## src/rtl/i2c_slave_port.sv

```systemverilog
`timescale 1ns/1ps
module i2c_slave_port #(
  parameter int SYNC_STAGES = 2
) (
  input  logic       clk,
  input  logic       rst_n,
  input  logic       scl_i,
  input  logic       sda_i,
  output logic       scl_oe,
  output logic       sda_oe,
  input  logic       reg_wr,
  input  logic       reg_rd,
  input  logic [2:0] reg_addr,
  input  logic [7:0] reg_wdata,
  output logic [7:0] reg_rdata,
  output logic       irq
);
  localparam logic [3:0] M_S7 = 4'h1, M_S10 = 4'h2, M_S7I = 4'h5, M_S10I = 4'h6, M_FWM = 4'h8;
  localparam logic [2:0] A_CTRL = 3'd0, A_STAT = 3'd1, A_BUF = 3'd2, A_ADRL = 3'd3, A_ADRH = 3'd4;

  typedef enum logic [2:0] {S_IDLE, S_ADR, S_ADR2, S_RX, S_TX, S_WAIT} st_t;

  logic [SYNC_STAGES-1:0] scl_sy, sda_sy;
  logic scl_q, sda_q;
  logic scl_s, sda_s;

  assign scl_s = scl_sy[SYNC_STAGES-1];
  assign sda_s = sda_sy[SYNC_STAGES-1];

  always_ff @(posedge clk or negedge rst_n) begin
    if (!rst_n) begin
      scl_sy <= '1;
      sda_sy <= '1;
      scl_q  <= 1'b1;
      sda_q  <= 1'b1;
    end else begin
      scl_sy <= {scl_sy[SYNC_STAGES-2:0], scl_i};
      sda_sy <= {sda_sy[SYNC_STAGES-2:0], sda_i};
      scl_q  <= scl_s;
      sda_q  <= sda_s;
    end
  end

  wire start_c  = scl_s & scl_q & sda_q & ~sda_s;
  wire stop_c   = scl_s & scl_q & ~sda_q & sda_s;
  wire scl_rise = scl_s & ~scl_q;
  wire scl_fall = ~scl_s & scl_q;

  logic       ctrl_en;
  logic [3:0] mode;
  logic [7:0] own_lo, buf_q, sr, txsr;
  logic [1:0] own_hi;
  logic       bf, sta_f, sto_f, rw_f, data_f, irq_f;
  logic       ack_drv, out_en, stretch, nack_q, full10;
  logic [3:0] cnt;
  st_t        st;

  wire is10    = (mode == M_S10) || (mode == M_S10I);
  wire slave_on = (mode == M_S7) || (mode == M_S10) || (mode == M_S7I) || (mode == M_S10I);
  wire sp_irq  = (mode == M_S7I) || (mode == M_S10I) || (mode == M_FWM);
  wire active  = (st != S_IDLE) && (st != S_WAIT);

  wire m7  = (sr[7:1] == own_lo[6:0]) && (sr[7:1] != 7'd0);
  wire mhi = (sr[7:3] == 5'b11110) && (sr[2:1] == own_hi);
  wire mlo = (sr == own_lo);

  assign sda_oe = ctrl_en & (ack_drv | (out_en & ~txsr[7]));
  assign scl_oe = ctrl_en & stretch;
  assign irq    = irq_f;

  always_comb begin
    case (reg_addr)
      A_CTRL:  reg_rdata = {2'b00, ctrl_en, 1'b0, mode};
      A_STAT:  reg_rdata = {irq_f, stretch, 1'b0, data_f, rw_f, sto_f, sta_f, bf};
      A_BUF:   reg_rdata = buf_q;
      A_ADRL:  reg_rdata = own_lo;
      A_ADRH:  reg_rdata = {6'd0, own_hi};
      default: reg_rdata = 8'h00;
    endcase
  end

  always_ff @(posedge clk or negedge rst_n) begin
    if (!rst_n) begin
      ctrl_en <= 1'b0;  mode <= 4'h0;  own_lo <= 8'h00;  own_hi <= 2'b00;
      buf_q <= 8'h00;   sr <= 8'h00;   txsr <= 8'hFF;
      bf <= 1'b0;  sta_f <= 1'b0;  sto_f <= 1'b0;  rw_f <= 1'b0;  data_f <= 1'b0;  irq_f <= 1'b0;
      ack_drv <= 1'b0;  out_en <= 1'b0;  stretch <= 1'b0;  nack_q <= 1'b0;  full10 <= 1'b0;
      cnt <= 4'd0;  st <= S_IDLE;
    end else begin
      if (reg_wr) begin
        case (reg_addr)
          A_CTRL: begin ctrl_en <= reg_wdata[5]; mode <= reg_wdata[3:0]; end
          A_STAT: if (reg_wdata[7]) irq_f <= 1'b0;
          A_BUF: begin
            buf_q <= reg_wdata;
            if (stretch) begin
              txsr    <= reg_wdata;
              out_en  <= 1'b1;
              stretch <= 1'b0;
            end
          end
          A_ADRL: own_lo <= reg_wdata;
          A_ADRH: own_hi <= reg_wdata[1:0];
          default: ;
        endcase
      end
      if (reg_rd && reg_addr == A_BUF) bf <= 1'b0;

      if (!ctrl_en) begin
        st <= S_IDLE;  cnt <= 4'd0;  ack_drv <= 1'b0;  out_en <= 1'b0;  stretch <= 1'b0;
        sta_f <= 1'b0;  sto_f <= 1'b0;  full10 <= 1'b0;
      end else if (start_c) begin
        sta_f <= 1'b1;  sto_f <= 1'b0;
        if (sp_irq) irq_f <= 1'b1;
        cnt <= 4'd0;  ack_drv <= 1'b0;  out_en <= 1'b0;  stretch <= 1'b0;
        st <= slave_on ? S_ADR : S_IDLE;
      end else if (stop_c) begin
        sto_f <= 1'b1;  sta_f <= 1'b0;
        if (sp_irq) irq_f <= 1'b1;
        cnt <= 4'd0;  ack_drv <= 1'b0;  out_en <= 1'b0;  stretch <= 1'b0;
        full10 <= 1'b0;  st <= S_IDLE;
      end else if (scl_rise && active) begin
        if (cnt < 4'd8) sr <= {sr[6:0], sda_s};
        else nack_q <= sda_s;
        cnt <= cnt + 4'd1;
      end else if (scl_fall && active) begin
        if (cnt == 4'd8) begin
          case (st)
            S_ADR: begin
              if (!is10) begin
                if (m7) begin
                  ack_drv <= 1'b1;  buf_q <= sr;  bf <= 1'b1;  irq_f <= 1'b1;
                  rw_f <= sr[0];  data_f <= 1'b0;
                  st <= sr[0] ? S_TX : S_RX;
                end else st <= S_WAIT;
              end else if (mhi && !sr[0]) begin
                ack_drv <= 1'b1;  buf_q <= sr;  bf <= 1'b1;  irq_f <= 1'b1;
                rw_f <= 1'b0;  data_f <= 1'b0;  full10 <= 1'b0;  st <= S_ADR2;
              end else if (mhi && sr[0] && full10) begin
                ack_drv <= 1'b1;  buf_q <= sr;  bf <= 1'b1;  irq_f <= 1'b1;
                rw_f <= 1'b1;  data_f <= 1'b0;  st <= S_TX;
              end else begin
                full10 <= 1'b0;  st <= S_WAIT;
              end
            end
            S_ADR2: begin
              if (mlo) begin
                ack_drv <= 1'b1;  buf_q <= sr;  bf <= 1'b1;  irq_f <= 1'b1;
                full10 <= 1'b1;  st <= S_RX;
              end else st <= S_WAIT;
            end
            S_RX: begin
              if (!bf) begin
                ack_drv <= 1'b1;  buf_q <= sr;  bf <= 1'b1;  irq_f <= 1'b1;  data_f <= 1'b1;
              end else st <= S_WAIT;
            end
            S_TX: out_en <= 1'b0;
            default: ;
          endcase
        end else if (cnt == 4'd9) begin
          ack_drv <= 1'b0;
          cnt <= 4'd0;
          if (st == S_TX) begin
            if (nack_q) st <= S_WAIT;
            else begin
              stretch <= 1'b1;  irq_f <= 1'b1;
            end
          end
        end else if (st == S_TX && cnt != 4'd0) begin
          txsr <= {txsr[6:0], 1'b1};
          if (cnt == 4'd7) data_f <= 1'b1;
        end
      end
    end
  end

  assert_released_when_off_R1: assert property (@(posedge clk) disable iff (!rst_n)
    !ctrl_en |=> (st == S_IDLE && !sda_oe && !scl_oe));

  assert_no_general_call_ack_R4: assert property (@(posedge clk) disable iff (!rst_n)
    (ctrl_en && !is10 && st == S_ADR && scl_fall && cnt == 4'd8 && sr[7:1] == 7'd0) |=> !ack_drv);

  assert_start_stop_exclusive_R5: assert property (@(posedge clk) disable iff (!rst_n)
    !(sta_f && sto_f));

  assert_master_mode_idle_R7: assert property (@(posedge clk) disable iff (!rst_n)
    (ctrl_en && mode == M_FWM && st == S_IDLE) |=> (st == S_IDLE && !ack_drv));

  assert_stretch_until_write_R10: assert property (@(posedge clk) disable iff (!rst_n)
    (stretch && ctrl_en && !start_c && !stop_c && !(reg_wr && reg_addr == A_BUF)) |=> stretch);

  assert_nack_ends_tx_R11: assert property (@(posedge clk) disable iff (!rst_n)
    (ctrl_en && st == S_TX && scl_fall && cnt == 4'd9 && nack_q) |=> (st == S_WAIT && !stretch));
endmodule

```

## config.mk

```make
export PLATFORM = sky130hd
export DESIGN_NAME = i2c_slave_port
export DESIGN_NICKNAME = d
export VERILOG_FILES = /design/src/rtl/i2c_slave_port.sv
export SDC_FILE = /design/constraint.sdc
export NUM_CORES = 1
export LEC_CHECK = 0
export ABC_AREA = 1
export BUFFER_PORTS_ARGS = -buffer_cell sky130_fd_sc_hd__buf_2
export CAP_MARGIN = 40
export CORE_ASPECT_RATIO = 1.4
export CORE_MARGIN = 2
export CORE_UTILIZATION = 30
export DETAILED_ROUTE_END_ITERATION = 10
export GPL_ROUTABILITY_DRIVEN = 0
export HOLD_SLACK_MARGIN = 0.1
export PLACE_DENSITY = 0.43
export SYNTH_ARGS = -nofsm -noshare
export SYNTH_HDL_FRONTEND = slang
export SYNTH_SLANG_ARGS = --single-unit
```

## constraint.sdc

```tcl
create_clock -name clk -period 1.8 [get_ports clk]
set_clock_uncertainty 0.1 [all_clocks]
set_input_delay 0.27 -clock clk [delete_from_list [all_inputs] [get_ports clk]]
set_output_delay 0.27 -clock clk [all_outputs]
set_load 0.1 [all_outputs]
```

* Word-level counts from Yosys, hierarchy flattened
Index checks and enable logic that the tools add are counted.
** Cells by class
- Magnitude comparators :: 1
- Bitwise gates (word level) :: 20
- Equal/unequal tests :: 50
- $add $sub $neg :: 1
- Multiplexer cells :: 149
- Reductions and logical operators :: 35
** Operators with widths (count)
- 8-bit 2-to-1 mux :: 25
- 1-bit 2-to-1 mux :: 94
- 3-bit 2-to-1 mux :: 15
- 8-bit case mux with 5 select lines :: 1
- 4-bit 2-to-1 mux :: 7
- 5-bit by 3-bit != test with 1-bit output (second input constant) :: 5
- 8-bit case mux with 3 select lines :: 1
- 6-bit != test (second input constant) :: 3
- 4-bit != test (second input constant) :: 4
- 8-bit AND reduction :: 2
- 5-bit != test (second input constant) :: 3
- 3-bit by 2-bit == test with 1-bit output (second input constant) :: 4
- 4-bit by 3-bit == test with 1-bit output (second input constant) :: 3
- 4-bit == test (second input constant) :: 3
- 3-bit != test (second input constant) :: 4
- 12-bit AND reduction :: 1
- 1-bit bitwise AND :: 10
- 1-bit logical AND :: 10
- 5-bit AND reduction :: 2
- 1-bit inverter :: 9
- 1-bit case mux with 3 select lines :: 3
- 3-bit case mux with 3 select lines :: 1
- 9-bit AND reduction :: 1
- 8-bit == test :: 1
- 29 further kinds :: 44
** Word-level totals
- Register bits :: 63
- Word-level logic and storage cells :: 280

* Longest topological paths before layout
- Depth after elaboration :: 14
- Gate-level depth with buffers :: 16
- Mapped depth without buffers :: 16

* Worst setup path after synthesis
Ideal clock, no wire load.
- Kind :: in2out
- Start point :: input port reg_addr[1]
- End point :: output port reg_rdata[0]
- Cell stages on the path :: 4
- Slack :: -1.178 ns
- Data arrival time :: 2.608 ns
- Path buffers :: 0
- Cells stage by stage :: inv_1 -> nor2_2 -> nand2_2 -> o21ai_0
** On the way
- Word-level cells in the longest chain between the ends :: 2
- Elaborated cells between the ends (all ways) :: 6
- Those cells by class :: eq/ne (4); mux (1); reduce/logical (1)
** Ends and longest elaborated chain
- start: declaration :: line 13 : input logic [2:0] reg_addr,
- 3-bit == test (tied with other cells) :: line 72 : case (reg_addr)
- 8-bit case mux with 5 select lines * :: line 72
- end: declaration :: line 15 : output logic [7:0] reg_rdata,
Every way passes the cells marked *; elsewhere a longest branch is shown, timed or not.

* Worst setup path in the final report
- Start point :: register own_hi[0]
- End point :: output port reg_rdata[0]
** On the way
- Word-level cells in the longest chain between the ends :: 1
** Ends and longest elaborated chain
- start: declaration :: line 52 : logic [1:0] own_hi;
- start signal: assignment :: line 103 : A_ADRH: own_hi <= reg_wdata[1:0];
- 8-bit case mux with 5 select lines :: line 72
Every way passes these cells.

==> results.json <==
{
  "grt_max_degree": 33,
  "htreeDepth": 3,
  "p_total_uw": 5700,
  "antenna_found_initial": 0,
  "grt_overflow": 0,
  "start_kind": "register",
  "run_status": "complete, but fails checks",
  "synthDominantCellAreaShare": 0.325,
  "slew_headroom": 0.623,
  "dp_slack_ps": -194,
  "netlist_top_cells_count": "nand2_1 (148), inv_1 (60), nor2_1 (50)",
  "clkTransAtPathRegs_ps": 50,
  "fin_ws_ps": -160,
  "worst_pin_slew_ps": 559,
  "drtIter0Drc": 138,
  "regArea_um2": 1610,
  "routed_wl_mm": 13.9,
  "rows": 48,
  "clkLatencyLatePin_ps": 340,
  "whs_endpoint": "txsr[3]",
  "hold_ws_ps": 115,
  "required_ps": 1430,
  "cap_violations": 0,
  "max_clock_freq_ghz": 0.510,
  "syn_nets": 540,
  "core-area_um2": 12300,
  "cts_root_buffer": "clkbuf_16",
  "reg2reg_depth": 15,
  "yosysMostFrequentCell": "nand2_1",
  "rrSetupSlack_ps": -70,
  "ys.flop_type": "dfrtp_1",
  "dpl.hpwl_mm": 10.8,
  "stdcell_area_um2": 6140,
  "syn_inst": 520,
  "p_leak_uw": 0.00287,
  "synthTopCellsByArea": "dfrtp_1 (32%), nand2_1 (15%), dfstp_2 (9.7%), inv_1 (6.0%), o21ai_0 (5.4%)",
  "fin_crit_ps": 1960,
  "cts.sinks": 63,
  "violations": "setup timing",
  "hold_viol": 0,
  "io_buffers": 27,
  "synth_top_area_cell": "dfrtp_1",
  "num_antenna_cells": 0,
  "drcViolationCount": 0,
  "vias_per_cell": 4.92,
  "io_pins": 28,
  "synth_seq_cells": 63,
  "cts_buffer_depth": 2,
  "wire_per_inst_um": 16.7,
  "syn_area_per_cell_um2": 7.26,
  "critPathKind": "register to output pin",
  "initial_utilization": 0.307,
  "multi_input_area_um2": 2430,
  "drive_gt1_frac": 0.499,
  "dr.pass1.iters": 4,
  "synth_cell_types": 40,
  "r2r-end": "ack_drv",
  "syn_to_final_growth_pct": 62.4,
  "nNetsFinal": 694,
  "grt_pass1_vias": 4092,
  "seq_area_frac_synth": 0.422,
  "grt.total_usage": 0.210,
  "critical_path.max_fanout": 3,
  "crit_path_end_kind": "output pin",
  "die_w_um": 98.8,
  "min_period_over_period": 1.09,
  "reg2reg_from": "cnt[1]",
  "syn_area_um2": 3780,
  "vias": 4077,
  "die-area_um2": 13500,
  "final_core_util": 0.498,
  "die_h_um": 137,
  "grt_pass1_wl_mm": 21.4,
  "nFillCells": 1198,
  "async_reset_ff_frac": 1.00,
  "whs_path_depth": 3,
  "cp.arrival_ps": 1590,
  "cts_tree": "built",
  "hold_class": "input pin to register",
  "placedInstanceArea_um2": 5050,
  "rsz0062_at_grt": "true",
  "peakVddDrop_uv": 440,
  "min-delay-start": "reg_wdata[3]",
  "yosysWarnings": 0,
  "final_antenna_net_count": 0,
  "finalMaxSlewViolations": 0,
  "powerDensity_nw_per_um2": 929,
  "synth_edf_count": 0,
  "setup_viol": 16,
  "cts_inserted_buffers": 9
}
==> layout make-up <==
type,instances,share of cell area
Clock buffer,10,0.0373
Clock inverter,6,0.00999
Inverter,73,0.0483
Multi-Input combinational cell,376,0.397
Sequential cell,63,0.262
Tap cell,150,0.0306
Timing Repair Buffer,151,0.215
==> metal layers <==
metal  part of all wire  vias up  GRT usage  routed length [µm]
li1                   -     2011          -                   -
met5                  0        -          0                   0
met1               0.39     1986      0.236                5470
met2               0.55       55      0.391                7700
met4              0.033        0      0.102                 459
met3              0.018       25     0.0245                 249
==> through the flow <==
step           cells  setup TNS [ps]
2_1_floorplan    520           -48.7
3_3_place_gp     782           -1910
3_5_place_dp     782           -2020
4_1_cts          814            -350
5_1_grt          829           -2810
6_report         829            -578
==> critical path, cell delays in order (launching register included) <==
cell      delay, ps
dfrtp_2         440
inv_2            80
buf_6           110
o22ai_4          70
a221oi_2        230
o21ai_2         130
buf_12          180
==> logic make-up after synthesis <==
kind of cell | Yosys count | synth area share
and+or+nand+nor | 271 | 0.320
AOI/OAI and AO/OA | 98 | 0.154
buffers and inverters | 81 | 0.0855
DFF | 63 | 0.422
xor gates and xnor gates | 4 | 0.00928
adders and majority gates | 3 | 0.00994
==> repair_timing <==
action | in CTS | in global routing
endpoints found under the setup margin | 22 | 44
buffers inserted | 12 | 15
pin swaps | 11 | 33
hold endpoints to repair | 52 | 0
cloned | 0 | 1
gates resized for setup | 49 | 114
hold buffers | 4 | 0
==> layout by cell type (no fill, tap or decap), drive strengths merged, types with 9 or more instances in the layout <==
master,n
a21oi,17
a31oi,11
buf,147
clkbuf,10
dfrtp,49
dfstp,14
inv,73
nand2,161
nand3,38
nor2,56
o21ai,45
o22ai,9
==> report_power, final <==
| part | switching [µW] | internal [µW] |
|---|---|---|
| logic | 1280 | 926 |
| registers | 168 | 1590 |
| clock network | 662 | 1070 |
| total | 2110 | 3590 |
==> state kept, by name (all words and copies together), names as in the netlist, 2 cells and up <==
name	cells
buf_q	8
cnt	4
mode	4
own_hi	2
own_lo	8
scl_sy	2
sda_sy	2
sr	8
st	3
txsr	8
==> worst max path at each step <==
stage | cells past startpoint | from | slack (ps) | end
5_1_grt | 15 | cnt[1] | -240 | ack_drv
3_3_place_gp | 10 | sr[2] | -180 | buf_q[3]
3_5_place_dp | 10 | sr[2] | -190 | buf_q[1]
6_report | 6 | own_hi[0] | -160 | reg_rdata[0]
4_1_cts | 6 | own_hi[0] | -150 | reg_rdata[0]
2_1_floorplan | 6 | reg_addr[1] | -50 | reg_rdata[3]
No activity file was read; power rests on OpenSTA's default activity.
